===== config.mk =====
export PLATFORM = sky130hd
export DESIGN_NAME = pm_event_router
export DESIGN_NICKNAME = d
export VERILOG_FILES = /design/src/rtl/pmev_pkg.sv /design/src/rtl/pmev_sts_bank.sv /design/src/rtl/pmev_sci_pad.sv /design/src/rtl/pm_event_router.sv
export SDC_FILE = /design/constraint.sdc
export NUM_CORES = 1
export LEC_CHECK = 0
export ABC_CLOCK_PERIOD_IN_PS = 900
export BUFFER_PORTS_ARGS = -buffer_cell sky130_fd_sc_hd__buf_2
export CAP_MARGIN = 20
export CELL_PAD_IN_SITES_DETAIL_PLACEMENT = 0
export CELL_PAD_IN_SITES_GLOBAL_PLACEMENT = 2
export CORE_MARGIN = 2
export CORE_UTILIZATION = 23
export DETAILED_ROUTE_END_ITERATION = 10
export PLACE_DENSITY = 0.83
export SLEW_MARGIN = 10
export SYNTH_ARGS = -nofsm -noshare
export SYNTH_HDL_FRONTEND = slang
export SYNTH_SLANG_ARGS = --single-unit
export TNS_END_PERCENT = 1

===== constraint.sdc =====
create_clock -name clk -period 0.9 [get_ports clk]
set_input_delay 0.045 -clock clk [delete_from_list [all_inputs] [get_ports clk]]
set_output_delay 0.045 -clock clk [all_outputs]
set_load 0.02 [all_outputs]

===== src/rtl/pmev_pkg.sv =====
package pmev_pkg;
    localparam int REG_W    = 8;
    localparam int ADDR_W   = 3;
    localparam int NUM_EVT  = 2;
    localparam int NUM_WAKE = 1;

    localparam int EVT_BTN  = 0;
    localparam int EVT_RTC  = 1;
    localparam int WAKE_RTC = 0;

    localparam int CTRL_SCI_GEN_BIT = 0;
    localparam int LEG_SMI_GEN_BIT  = 7;
    localparam int CFG_LOW_BIT      = 0;
    localparam int CFG_OD_BIT       = 1;

    typedef enum logic [ADDR_W-1:0] {
        A_EVT_STS  = 3'd0,
        A_EVT_EN   = 3'd1,
        A_CTRL     = 3'd2,
        A_WAKE_STS = 3'd3,
        A_WAKE_EN  = 3'd4,
        A_LEG_EN   = 3'd5,
        A_PAD_CFG  = 3'd6
    } reg_addr_e;

    typedef struct packed {
        logic open_drain;
        logic active_low;
    } pad_cfg_t;

    typedef struct packed {
        logic smi_gen;
        logic sci_gen;
    } route_t;

    function automatic logic any_pending(input logic [NUM_EVT-1:0] sts,
                                         input logic [NUM_EVT-1:0] en);
        return |(sts & en);
    endfunction
endpackage


===== src/rtl/pmev_sts_bank.sv =====
module pmev_sts_bank #(
    parameter int N = 2
) (
    input  logic         clk,
    input  logic         rst,
    input  logic [N-1:0] set_i,
    input  logic [N-1:0] clr_i,
    output logic [N-1:0] sts_o
);
    for (genvar i = 0; i < N; i++) begin : g_bit
        always_ff @(posedge clk) begin
            if (rst)           sts_o[i] <= 1'b0;
            else if (set_i[i]) sts_o[i] <= 1'b1;
            else if (clr_i[i]) sts_o[i] <= 1'b0;
        end

        p_set_wins_r4: assert property (@(posedge clk) disable iff (rst)
            set_i[i] |=> sts_o[i]);
        p_w1c_clears_r3: assert property (@(posedge clk) disable iff (rst)
            (clr_i[i] && !set_i[i]) |=> !sts_o[i]);
        p_sticky_r3: assert property (@(posedge clk) disable iff (rst)
            (sts_o[i] && !clr_i[i]) |=> sts_o[i]);
    end
endmodule


===== src/rtl/pmev_sci_pad.sv =====
module pmev_sci_pad
    import pmev_pkg::*;
(
    input  logic     clk,
    input  logic     rst,
    input  logic     level_i,
    input  pad_cfg_t cfg_i,
    output logic     pad_o,
    output logic     pad_oe
);
    always_comb begin
        pad_o  = level_i ^ cfg_i.active_low;
        pad_oe = cfg_i.open_drain ? !pad_o : 1'b1;
    end

    p_od_never_high_r11: assert property (@(posedge clk) disable iff (rst)
        cfg_i.open_drain |-> !(pad_oe && pad_o));
    p_pp_always_drives_r11: assert property (@(posedge clk) disable iff (rst)
        !cfg_i.open_drain |-> pad_oe);
endmodule


===== src/rtl/pm_event_router.sv =====
module pm_event_router
    import pmev_pkg::*;
(
    input  logic              clk,
    input  logic              rst,
    input  logic [ADDR_W-1:0] bus_addr,
    input  logic              bus_wr,
    input  logic [REG_W-1:0]  bus_wdata,
    output logic [REG_W-1:0]  bus_rdata,
    input  logic              pwrbtn_evt,
    input  logic              rtc_alarm_evt,
    output logic              smi_req,
    output logic              sci_pad_o,
    output logic              sci_pad_oe,
    output logic              pme_n
);
    logic [NUM_EVT-1:0]  evt_sts, evt_en, evt_set, evt_clr;
    logic [NUM_WAKE-1:0] wake_sts, wake_en, wake_set, wake_clr;
    route_t              route;
    pad_cfg_t            pad_cfg;
    logic                pending, sci_level;
    logic                unused_wdata;

    assign unused_wdata = ^bus_wdata;

    always_comb begin
        evt_set          = '0;
        evt_set[EVT_BTN] = pwrbtn_evt;
        evt_set[EVT_RTC] = rtc_alarm_evt;
        wake_set           = '0;
        wake_set[WAKE_RTC] = rtc_alarm_evt;
        evt_clr  = (bus_wr && bus_addr == A_EVT_STS)  ? bus_wdata[NUM_EVT-1:0]  : '0;
        wake_clr = (bus_wr && bus_addr == A_WAKE_STS) ? bus_wdata[NUM_WAKE-1:0] : '0;
    end

    pmev_sts_bank #(.N(NUM_EVT)) u_evt_sts (
        .clk(clk), .rst(rst), .set_i(evt_set), .clr_i(evt_clr), .sts_o(evt_sts));

    pmev_sts_bank #(.N(NUM_WAKE)) u_wake_sts (
        .clk(clk), .rst(rst), .set_i(wake_set), .clr_i(wake_clr), .sts_o(wake_sts));

    always_ff @(posedge clk) begin
        if (rst) begin
            evt_en  <= '0;
            wake_en <= '0;
            route   <= '0;
            pad_cfg <= '0;
        end else if (bus_wr) begin
            case (bus_addr)
                A_EVT_EN:  evt_en  <= bus_wdata[NUM_EVT-1:0];
                A_WAKE_EN: wake_en <= bus_wdata[NUM_WAKE-1:0];
                A_CTRL:    route.sci_gen <= bus_wdata[CTRL_SCI_GEN_BIT];
                A_LEG_EN:  route.smi_gen <= bus_wdata[LEG_SMI_GEN_BIT];
                A_PAD_CFG: begin
                    pad_cfg.active_low <= bus_wdata[CFG_LOW_BIT];
                    pad_cfg.open_drain <= bus_wdata[CFG_OD_BIT];
                end
                default: ;
            endcase
        end
    end

    always_comb begin
        bus_rdata = '0;
        case (bus_addr)
            A_EVT_STS:  bus_rdata[NUM_EVT-1:0]  = evt_sts;
            A_EVT_EN:   bus_rdata[NUM_EVT-1:0]  = evt_en;
            A_WAKE_STS: bus_rdata[NUM_WAKE-1:0] = wake_sts;
            A_WAKE_EN:  bus_rdata[NUM_WAKE-1:0] = wake_en;
            A_CTRL:     bus_rdata[CTRL_SCI_GEN_BIT] = route.sci_gen;
            A_LEG_EN:   bus_rdata[LEG_SMI_GEN_BIT]  = route.smi_gen;
            A_PAD_CFG: begin
                bus_rdata[CFG_LOW_BIT] = pad_cfg.active_low;
                bus_rdata[CFG_OD_BIT]  = pad_cfg.open_drain;
            end
            default: ;
        endcase
    end

    always_comb begin
        pending   = any_pending(evt_sts, evt_en);
        sci_level = pending && route.sci_gen;
        smi_req   = pending && route.smi_gen;
        pme_n     = !(|(wake_sts & wake_en));
    end

    pmev_sci_pad u_sci_pad (
        .clk(clk), .rst(rst), .level_i(sci_level), .cfg_i(pad_cfg),
        .pad_o(sci_pad_o), .pad_oe(sci_pad_oe));

    p_smi_needs_source_r7: assert property (@(posedge clk) disable iff (rst)
        smi_req |-> ((evt_sts & evt_en) != '0));
    p_sci_needs_source_r6: assert property (@(posedge clk) disable iff (rst)
        sci_level |-> ((evt_sts & evt_en) != '0));
    p_pme_needs_wake_r9: assert property (@(posedge clk) disable iff (rst)
        !pme_n |-> wake_sts[WAKE_RTC]);
    p_rtc_sets_wake_r5: assert property (@(posedge clk) disable iff (rst)
        rtc_alarm_evt |=> (wake_sts[WAKE_RTC] && evt_sts[EVT_RTC]));
    p_hole_reads_zero_r12: assert property (@(posedge clk) disable iff (rst)
        (bus_addr == 3'd7) |-> (bus_rdata == '0));
endmodule


==> impl_metrics.json, run 1 <==
{
  "cp.arrival_ps": 1400,
  "clock-skew-final_ps": 0,
  "total_switching_power_mw": 0.278,
  "cp.required_ps": 850,
  "end_kind": "output port",
  "setup-violations-final": 7,
  "wire_per_inst_um": 12.9,
  "p_sw_share_pct": 27.9,
  "synth-main-ff-cell": "dfxtp_1",
  "pwr-share-seq_pct": 47.6,
  "synth_cell_types": 28,
  "cts_root_buf": "clkbuf_4",
  "grt_max_degree": 12,
  "yosysMostFrequentCell": "dfxtp_1",
  "die_h_um": 57.0,
  "post-dp-hpwl_um": 1250,
  "ant_nets": 0,
  "die_x_um": 57.0,
  "violations": "negative setup slack",
  "netlist_area_um2": 647,
  "period_share_pct": 160,
  "synth_common_cells": "dfxtp_1, mux2i_1, nor2_1",
  "totalWireLength_um": 1700,
  "reg2reg_from": "u_evt_sts.sts_o[0]",
  "clk_latency_ps": 260,
  "yosysTopAreaCellShare_pct": 30.9,
  "core_um2": 2710,
  "drc": 0,
  "vias_per_cell": 4.47,
  "track_usage_pct": 10.6,
  "setup_tns_ps": -2090,
  "ys_top_cells_by_area": "dfxtp_1, mux2i_1, buf_4, nor2_1, nor2b_1",
  "netlist_instances": 70,
  "grt_pass1_vias": 611,
  "synth_edf_count": 0,
  "antenna_found_initial": 0,
  "postCtsHoldBufs": 0,
  "area_delta_synth_final_pct": 41.8,
  "start_util_pct": 23.9,
  "synth_area_leader_cell": "dfxtp_1",
  "cp_max_fo": 3,
  "p_per_area_nw_per_um2": 1090,
  "combinationalPowerShare_pct": 21.8,
  "p_leak_nw": 0.432,
  "cp-startpoint": "evt_en[0]",
  "gp_congestion": 0.783,
  "grt_overflow": 0,
  "yosys_warnings": 0,
  "diodes": 0,
  "max_freq_ghz": 0.694,
  "async_flop_share_pct": 0,
  "finalNetCount": 118,
  "p_clk_share_pct": 30.6,
  "path_class": "reg2out",
  "top_level_ports": 28,
  "clock_sink_count": 10,
  "vias": 586,
  "synth_area_per_cell_um2": 9.24,
  "hp-start": "bus_wdata[1]",
  "drt-initial-drc-count": 28,
  "drive_above_1_share_pct": 51.0,
  "status": "complete, but fails checks",
  "cts_buffers": 3,
  "drt_pass1_iterations": 4,
  "ys_seq_area_share_pct": 30.9,
  "port_buffers": 17,
  "drv_slew": 0,
  "hold_viol_final": 0,
  "clk_pin_slew_ps": 60,
  "grt_pass1_wl_um": 2730,
  "p_int_mw": 0.719,
  "whs_ps": 6.04,
  "rows": 19,
  "setup_slack_ps": -541,
  "clock_path_buffers": 2,
  "cp-start-kind": "register",
  "period_needed_ps": 1440,
  "cap_violations": 0,
  "ys_ff_latch": 10,
  "peakVddDrop_mv": 0.480,
  "cts_tree": "done",
  "hp-class": "in2reg",
  "die-area_um2": 3250,
  "htreeDepth": 1,
  "rsz0062_at_grt": "yes"
}
-- layer usage --
metal | wire length (um) | vias up | GRT usage (%) | part of all wire [%]
li1 | - | 302 | - | -
met1 | 792 | 275 | 13.8 | 47
met2 | 861 | 9 | 17.4 | 51
met3 | 41 | 0 | 0.680 | 2.4
met4 | 0 | 0 | 5.98 | 0
met5 | 0 | - | 0 | 0
-- layout by cell type, fill, tap and decap left out, types with 2 or more instances in the layout --
| master | n |
|---|---|
| conb_1 | 5 |
| buf_2 | 12 |
| buf_4 | 15 |
| nand2_1 | 3 |
| dfxtp_2 | 6 |
| inv_1 | 2 |
| clkbuf_4 | 3 |
| o31ai_1 | 2 |
| nor2b_1 | 3 |
| nand4b_1 | 2 |
| dfxtp_1 | 4 |
| mux2i_1 | 9 |
| buf_6 | 5 |
| a311oi_1 | 2 |
| mux2_4 | 2 |
| nor2_1 | 9 |
-- stage by stage --
stage / area (um^2) / std cells / utilization (%) / worst slack, ps / power, mW
floorplan: 679 / 74 / - / -115 / 0.619
global placement: 837 / 127 / 30.9 / -234 / 0.688
detailed placement: 837 / 127 / 30.9 / -298 / 0.689
CTS: 901 / 131 / 33.2 / -554 / 1.01
global route: 917 / 131 / 33.8 / -622 / 1.06
finish: 917 / 131 / 33.8 / -541 / 0.997
-- power by group through the flow --
| stage | clock network, mW | logic, mW | registers [mW] |
|---|---|---|---|
| 2_1_floorplan | 0 | 0.137 | 0.481 |
| 3_3_place_gp | 0 | 0.207 | 0.481 |
| 3_5_place_dp | 0 | 0.207 | 0.482 |
| 4_1_cts | 0.321 | 0.214 | 0.475 |
| 5_1_grt | 0.353 | 0.233 | 0.477 |
| 6_report | 0.305 | 0.217 | 0.475 |
-- logic make-up (layout without fill, tap and decap cells) --
family          count (synthesis)  in the layout  share of synthesized area, %
other cells                     1              5                         0.580
compound gates                  9              9                          10.4
mux                            11             11                          18.0
buf+inv                        11             37                          12.2
xor+xnor                        1              1                          1.35
flops                          10             10                          30.9
simple gates                   27             27                          26.5
-- flip-flops by register name (all words and copies together) (netlist names) --
register          cells
u_wake_sts.sts_o      1
u_evt_sts.sts_o       2
evt_en                2
route                 2
pad_cfg               2
wake_en               1
-- what timing repair did --
action / in CTS / in global routing
resized for setup: 14 / 4
pin swaps: 1 / 1
setup endpoints to repair: 7 / 7
setup buffers: 1 / 0
-- path summary, 6_finish.rpt --
kind,endpoint,slack [ps],cells after the start
worst min register to register,route[1],500,2
worst min-delay path,u_evt_sts.sts_o[1],6,2
worst max-delay path,sci_pad_oe,-540,4
worst max register to register,u_evt_sts.sts_o[0],70,3
-- critical path, cell delays in order (launching register included) --
cell	delay [ps]
dfxtp_2	330
a22oi_2	210
nand2b_4	170
mux2_4	300
buf_6	130
-- layout make-up --
type                    instances  area [um^2]
flip-flops and latches         10          208
multi-input cells              53          412
well taps                      31         38.8
inverters                       2         7.51
repair buffers                 32          229
fillers                       289         1790
clock buffers                   3         22.5
Note: power is estimated with default switching activity, not from simulation.
==> inputs of run 2 (changes only) <==
--- a/config.mk
+++ b/config.mk
@@ -6,7 +6,7 @@
 export NUM_CORES = 1
 export LEC_CHECK = 0
 export ABC_CLOCK_PERIOD_IN_PS = 900
-export BUFFER_PORTS_ARGS = -buffer_cell sky130_fd_sc_hd__buf_2
+export BUFFER_PORTS_ARGS = -buffer_cell sky130_fd_sc_hd__buf_4
 export CAP_MARGIN = 20
 export CELL_PAD_IN_SITES_DETAIL_PLACEMENT = 0
 export CELL_PAD_IN_SITES_GLOBAL_PLACEMENT = 2
==> run 2 against run 1 <==
Net effect:
- the flow still finishes with violations (negative setup slack)
- hold slack improved by 6.5 ps
- power about the same
- sequential cell count unchanged
- critical path depth unchanged
- combinational power increased by 2%
- count of clock-buffer cells in the layout unchanged
- critical endpoint unchanged
==> impl_metrics.json, run 2 (synthesized netlist as in run 1, its figures left out) <==
{
  "cp_max_fo": 2,
  "p_leak_nw": 0.424,
  "post-dp-hpwl_um": 1200,
  "clock_path_buffers": 2,
  "cts_root_buf": "clkbuf_4",
  "end_kind": "output port",
  "cts_tree": "done",
  "fillers": 289,
  "period_share_pct": 158,
  "area_delta_synth_final_pct": 45.3,
  "track_usage_pct": 10.3,
  "cp.required_ps": 850,
  "fin_util_pct": 34.7,
  "cp.arrival_ps": 1380,
  "max_freq_ghz": 0.703,
  "ant_nets": 0,
  "path_class": "reg2out",
  "drc": 0,
  "finalPower_mw": 0.997,
  "place_inst": 122,
  "final_cells": 127,
  "antenna_found_initial": 0,
  "rows": 19,
  "core_um2": 2710,
  "clock-skew-final_ps": 0,
  "setup_slack_ps": -523,
  "die_h_um": 57.0,
  "drive_above_1_share_pct": 49.0,
  "grt_pass1_vias": 535,
  "hold_viol_final": 0,
  "finalNetCount": 114,
  "gp_congestion": 0.725,
  "rsz0062_at_grt": "yes",
  "port_buffers": 17,
  "p_per_area_nw_per_um2": 1060,
  "die_x_um": 57.0,
  "vias_per_cell": 4.61,
  "whs_ps": 12.5,
  "cp-start-kind": "register",
  "die-area_um2": 3250,
  "path_buf_inv": 1,
  "diodes": 0,
  "start_util_pct": 23.9,
  "htreeDepth": 1,
  "crit_chain": "a22oi_2 -> nand2b_4 -> mux2_4 -> buf_6",
  "cpPeakStageDelay_ps": 320,
  "crit_path_top_delay_cell": "dfxtp_2",
  "grt_overflow": 0,
  "clk_pin_slew_ps": 60,
  "drv_slew": 0,
  "violations": "negative setup slack",
  "status": "complete, but fails checks",
  "grt_max_degree": 14,
  "wire_per_inst_um": 12.3,
  "clock_sink_count": 10,
  "vias": 585,
  "clk_latency_ps": 260,
  "grt_pass1_wl_um": 2570,
  "cap_violations": 0,
  "setup-violations-final": 7,
  "top_level_ports": 28,
  "period_needed_ps": 1420,
  "drt-initial-drc-count": 12,
  "cts_buffers": 3,
  "crit_family": "flip-flops",
  "totalWireLength_um": 1560,
  "hp-class": "in2reg",
  "drt_pass1_iterations": 4,
  "peakVddDrop_mv": 0.709,
  "final_cell_mix": "buf_4, mux2i_1, nor2_1",
  "final_common_cell": "buf_4"
}
[run 2: cell types whose count changed in the layout (fill, tap and decap cells not counted)]
cell	change
buf_2	-12
buf_6	+1
buf_4	+6
dlygate4sd3_1	+1
dfxtp_1	+1
nor2b_2	-1
and3_1	-1
a32oi_1	-1
dfxtp_2	-1
nor2b_4	+1
a32oi_2	+1
and3_4	+1
[run 2: area by class of cell]
cell class                      count  area (um^2)  area share [%]
Clock buffer                        3         22.5            2.40
Inverter                            2         7.51           0.799
Timing Repair Buffer               28          235            25.0
Tap cell                           31         38.8            4.13
Sequential cell                    10          206            22.0
Multi-Input combinational cell     53          429            45.7
[run 2: report_power, final]
part,internal (mW),leakage [nW],switching (mW)
Clock,0.154,0.0138,0.148
Sequential,0.461,0.0836,0.0129
Combinational,0.108,0.327,0.113
Total,0.724,0.424,0.273
[run 2: path summary, 6_finish.rpt]
check,startpoint,to,slack [ps],cells after the start
hold / removal,bus_wdata[7],route[1],10,3
setup reg to reg,u_evt_sts.sts_o[0],u_evt_sts.sts_o[0],50,3
setup / recovery,u_evt_sts.sts_o[0],sci_pad_oe,-520,4
hold reg to reg,route[1],route[1],510,2
[run 2: what timing repair did]
| action | 4_1_cts | 5_1_grt |
|---|---|---|
| setup buffers | 1 | 0 |
| endpoints found under the setup margin | 7 | 7 |
| endpoints found under the hold margin | 1 | 0 |
| gates resized for setup | 10 | 6 |
| hold buffers | 1 | 0 |
| pin swaps | 1 | 1 |
[run 2: layer usage]
layer	GRT usage (%)	part of all wire (%)
met1	13.4	46
met2	15.6	48
met5	0	0
met4	3.99	1.1
met3	3.63	4.1
[run 2: worst reg2reg max path, cell delays in order, from the launching register on]
cell and delay (ps):
dfxtp_2 340, buf_4 110, nor2_1 40, a311oi_1 260
[run 2: stage by stage]
step | instance area (um^2) | setup WS, ps | TNS (ps)
floorplan | 679 | -115 | -354
global placement | 842 | -236 | -565
detailed placement | 842 | -288 | -740
CTS | 915 | -554 | -2180
global route | 940 | -577 | -2490
finish | 940 | -523 | -2010
==> inputs of run 3 (changes only) <==
--- a/config.mk
+++ b/config.mk
@@ -5,15 +5,16 @@
 export SDC_FILE = /design/constraint.sdc
 export NUM_CORES = 1
 export LEC_CHECK = 0
+export ABC_AREA = 1
 export ABC_CLOCK_PERIOD_IN_PS = 900
 export BUFFER_PORTS_ARGS = -buffer_cell sky130_fd_sc_hd__buf_4
 export CAP_MARGIN = 20
 export CELL_PAD_IN_SITES_DETAIL_PLACEMENT = 0
 export CELL_PAD_IN_SITES_GLOBAL_PLACEMENT = 2
 export CORE_MARGIN = 2
-export CORE_UTILIZATION = 23
+export CORE_UTILIZATION = 19
 export DETAILED_ROUTE_END_ITERATION = 10
-export PLACE_DENSITY = 0.83
+export PLACE_DENSITY = 0.82
 export SLEW_MARGIN = 10
 export SYNTH_ARGS = -nofsm -noshare
 export SYNTH_HDL_FRONTEND = slang
==> run 3 against run 2 <==
Net effect:
- the run still ends with negative setup slack left
- critical endpoint is now sci_pad_o
- hold slack got worse by 4.9 ps
- power increased by 13%
- synthesized cell count increased by 44%
- area after synthesis decreased by 4.3%
- largest cell class unchanged
- first-iteration DRC count increased by 100%
==> impl_metrics.json, run 3 <==
{
  "status": "complete, but fails checks",
  "violations": "negative setup slack",
  "area_delta_synth_final_pct": 52.5,
  "fillers": 352,
  "post-dp-hpwl_um": 1340,
  "hp-class": "in2reg",
  "p_sw_share_pct": 27.4,
  "total_switching_power_mw": 0.308,
  "core_um2": 3080,
  "drv_slew": 0,
  "whs_ps": 7.67,
  "reg2reg_from": "u_evt_sts.sts_o[1]",
  "netlist_area_um2": 619,
  "combinationalPowerShare_pct": 21.2,
  "cp_max_fo": 3,
  "drive_above_1_share_pct": 37.9,
  "die_x_um": 61.1,
  "clk_latency_ps": 260,
  "p_per_area_nw_per_um2": 1190,
  "drt-initial-drc-count": 24,
  "totalWireLength_um": 1630,
  "gp_congestion": 0.779,
  "reg2reg_depth": 3,
  "ys_top_cells_by_area": "dfxtp_1, nand2_1, nor2_1, inv_1, nand3_1",
  "period_needed_ps": 1210,
  "hold_viol_final": 0,
  "top_level_ports": 28,
  "synth_common_cells": "nand2_1, nor2_1, inv_1",
  "final_cells": 176,
  "async_flop_share_pct": 0,
  "clock_sink_count": 10,
  "cp-start-kind": "register",
  "rsz0062_at_grt": "yes",
  "final_cell_mix": "buf_4, nand2_1, nor2_1",
  "synth_compound_area_share_pct": 8.48,
  "place_inst": 170,
  "start_util_pct": 20.1,
  "synth_top_family_by_area": "simple AND/OR/NAND/NOR gates",
  "vias_per_cell": 3.89,
  "setup_slack_ps": -312,
  "p_leak_nw": 0.448,
  "clk_pin_slew_ps": 70,
  "final_common_cell": "buf_4",
  "htreeDepth": 1,
  "hp-start": "bus_wdata[7]",
  "whs_path_depth": 3,
  "synthAdderAreaFrac_pct": 0,
  "yosysTopAreaCellShare_pct": 32.3,
  "wire_per_inst_um": 9.25,
  "grt_pass1_vias": 633,
  "peakVddDrop_mv": 0.404,
  "clock_path_buffers": 2,
  "fin_util_pct": 30.7,
  "synth_edf_count": 0,
  "ys_ff_latch": 10,
  "period_share_pct": 135,
  "track_usage_pct": 10.4,
  "die_h_um": 61.1,
  "cp.required_ps": 850,
  "drt_pass1_iterations": 4,
  "grt_overflow": 0,
  "grt_pass1_wl_um": 2810,
  "synthMuxAreaShare_pct": 0,
  "vias": 685,
  "netlist_instances": 101,
  "antenna_found_initial": 0,
  "pwr-share-seq_pct": 42.6,
  "port_buffers": 17,
  "cts_buffers": 3,
  "p_clk_share_pct": 36.2,
  "clock-skew-final_ps": 0,
  "finalNetCount": 149,
  "p_int_mw": 0.815,
  "yosys_warnings": 0,
  "synth-main-ff-cell": "dfxtp_1",
  "setup-violations-final": 6,
  "ant_nets": 0,
  "diodes": 0,
  "rows": 20,
  "cts_tree": "done",
  "synth_area_leader_cell": "dfxtp_1",
  "drc": 0,
  "cts_root_buf": "clkbuf_4",
  "synth_cell_types": 19,
  "path_class": "reg2out",
  "cp.arrival_ps": 1170,
  "synth_area_per_cell_um2": 6.13,
  "max_freq_ghz": 0.825,
  "cap_violations": 0,
  "grt_max_degree": 9,
  "die-area_um2": 3730,
  "end_kind": "output port",
  "synth-simple-area-share_pct": 41.4,
  "cp-startpoint": "u_evt_sts.sts_o[1]",
  "ys_seq_area_share_pct": 32.3,
  "synth_xor_area_share_pct": 0,
  "yosysMostFrequentCell": "nand2_1"
}
-- run 3: cell types whose count changed after synthesis, moves of 3 or more --
| cell | previous run | this run |
|---|---|---|
| nand3_1 | 1 | 8 |
| a21oi_1 | 1 | 5 |
| o21ai_0 | 0 | 3 |
| nor2_1 | 9 | 15 |
| inv_1 | 2 | 14 |
| inv_2 | 0 | 3 |
| nand4_1 | 0 | 6 |
| nand2_1 | 4 | 22 |
| nor2b_1 | 4 | 0 |
| mux2i_1 | 9 | 0 |
-- run 3: worst paths after layout --
path	end	slack, ps
setup / recovery	sci_pad_o	-310
hold / removal	route[1]	8
hold reg to reg	wake_en	470
setup reg to reg	u_evt_sts.sts_o[1]	220
-- run 3: timing repair --
action	in CTS	in global routing
hold endpoints to repair	5	0
setup buffers	1	0
pin swaps	6	0
hold buffers	1	0
endpoints found under the setup margin	7	10
gates resized for setup	12	4
-- run 3: area by class of cell --
cell class,instances,area [um^2],share of cell area (%)
Multi-Input combinational cell,72,348,36.8
Timing Repair Buffer,29,235,24.9
Sequential cell,10,206,21.9
Clock buffer,4,36.3,3.84
Inverter,17,63.8,6.75
Tap cell,44,55.1,5.83
-- run 3: kinds of logic (layout without fill, tap and decap cells) --
family	count (synthesis)	count (layout)
buffers and inverters	23	50
AO/OA/AOI/OAI	10	10
AND/OR/NAND/NOR	57	57
other	1	5
flip-flops	10	10
-- run 3: critical path: stages (launching register included) --
cell,delay (ps)
dfxtp_2,330
inv_2,40
o21ai_4,150
nand3_1,110
and2_4,150
buf_6,120
-- run 3: power by group through the flow --
stage | Combinational, mW | Clock (mW) | Sequential (mW)
2_1_floorplan | 0.125 | 0 | 0.483
3_3_place_gp | 0.223 | 0 | 0.485
3_5_place_dp | 0.224 | 0 | 0.485
4_1_cts | 0.236 | 0.428 | 0.478
5_1_grt | 0.267 | 0.453 | 0.480
6_report | 0.238 | 0.407 | 0.478
-- run 3: metrics by stage --
stage | setup slack, ps | setup TNS, ps | power, mW | cell area, um^2
5_1_grt | -398 | -2040 | 1.20 | 945
3_5_place_dp | -159 | -275 | 0.709 | 856
2_1_floorplan | -20.0 | -28.3 | 0.608 | 641
6_report | -312 | -1560 | 1.12 | 945
3_3_place_gp | -130 | -217 | 0.708 | 856
4_1_cts | -332 | -1670 | 1.14 | 932
-- run 3: layer usage --
metal	vias to the layer above	global-route usage, %	wire length [um]
met5	-	0	0
met4	0	5.59	27
met3	2	1.89	44
met2	13	15.5	747
met1	296	14.3	808
li1	374	-	-
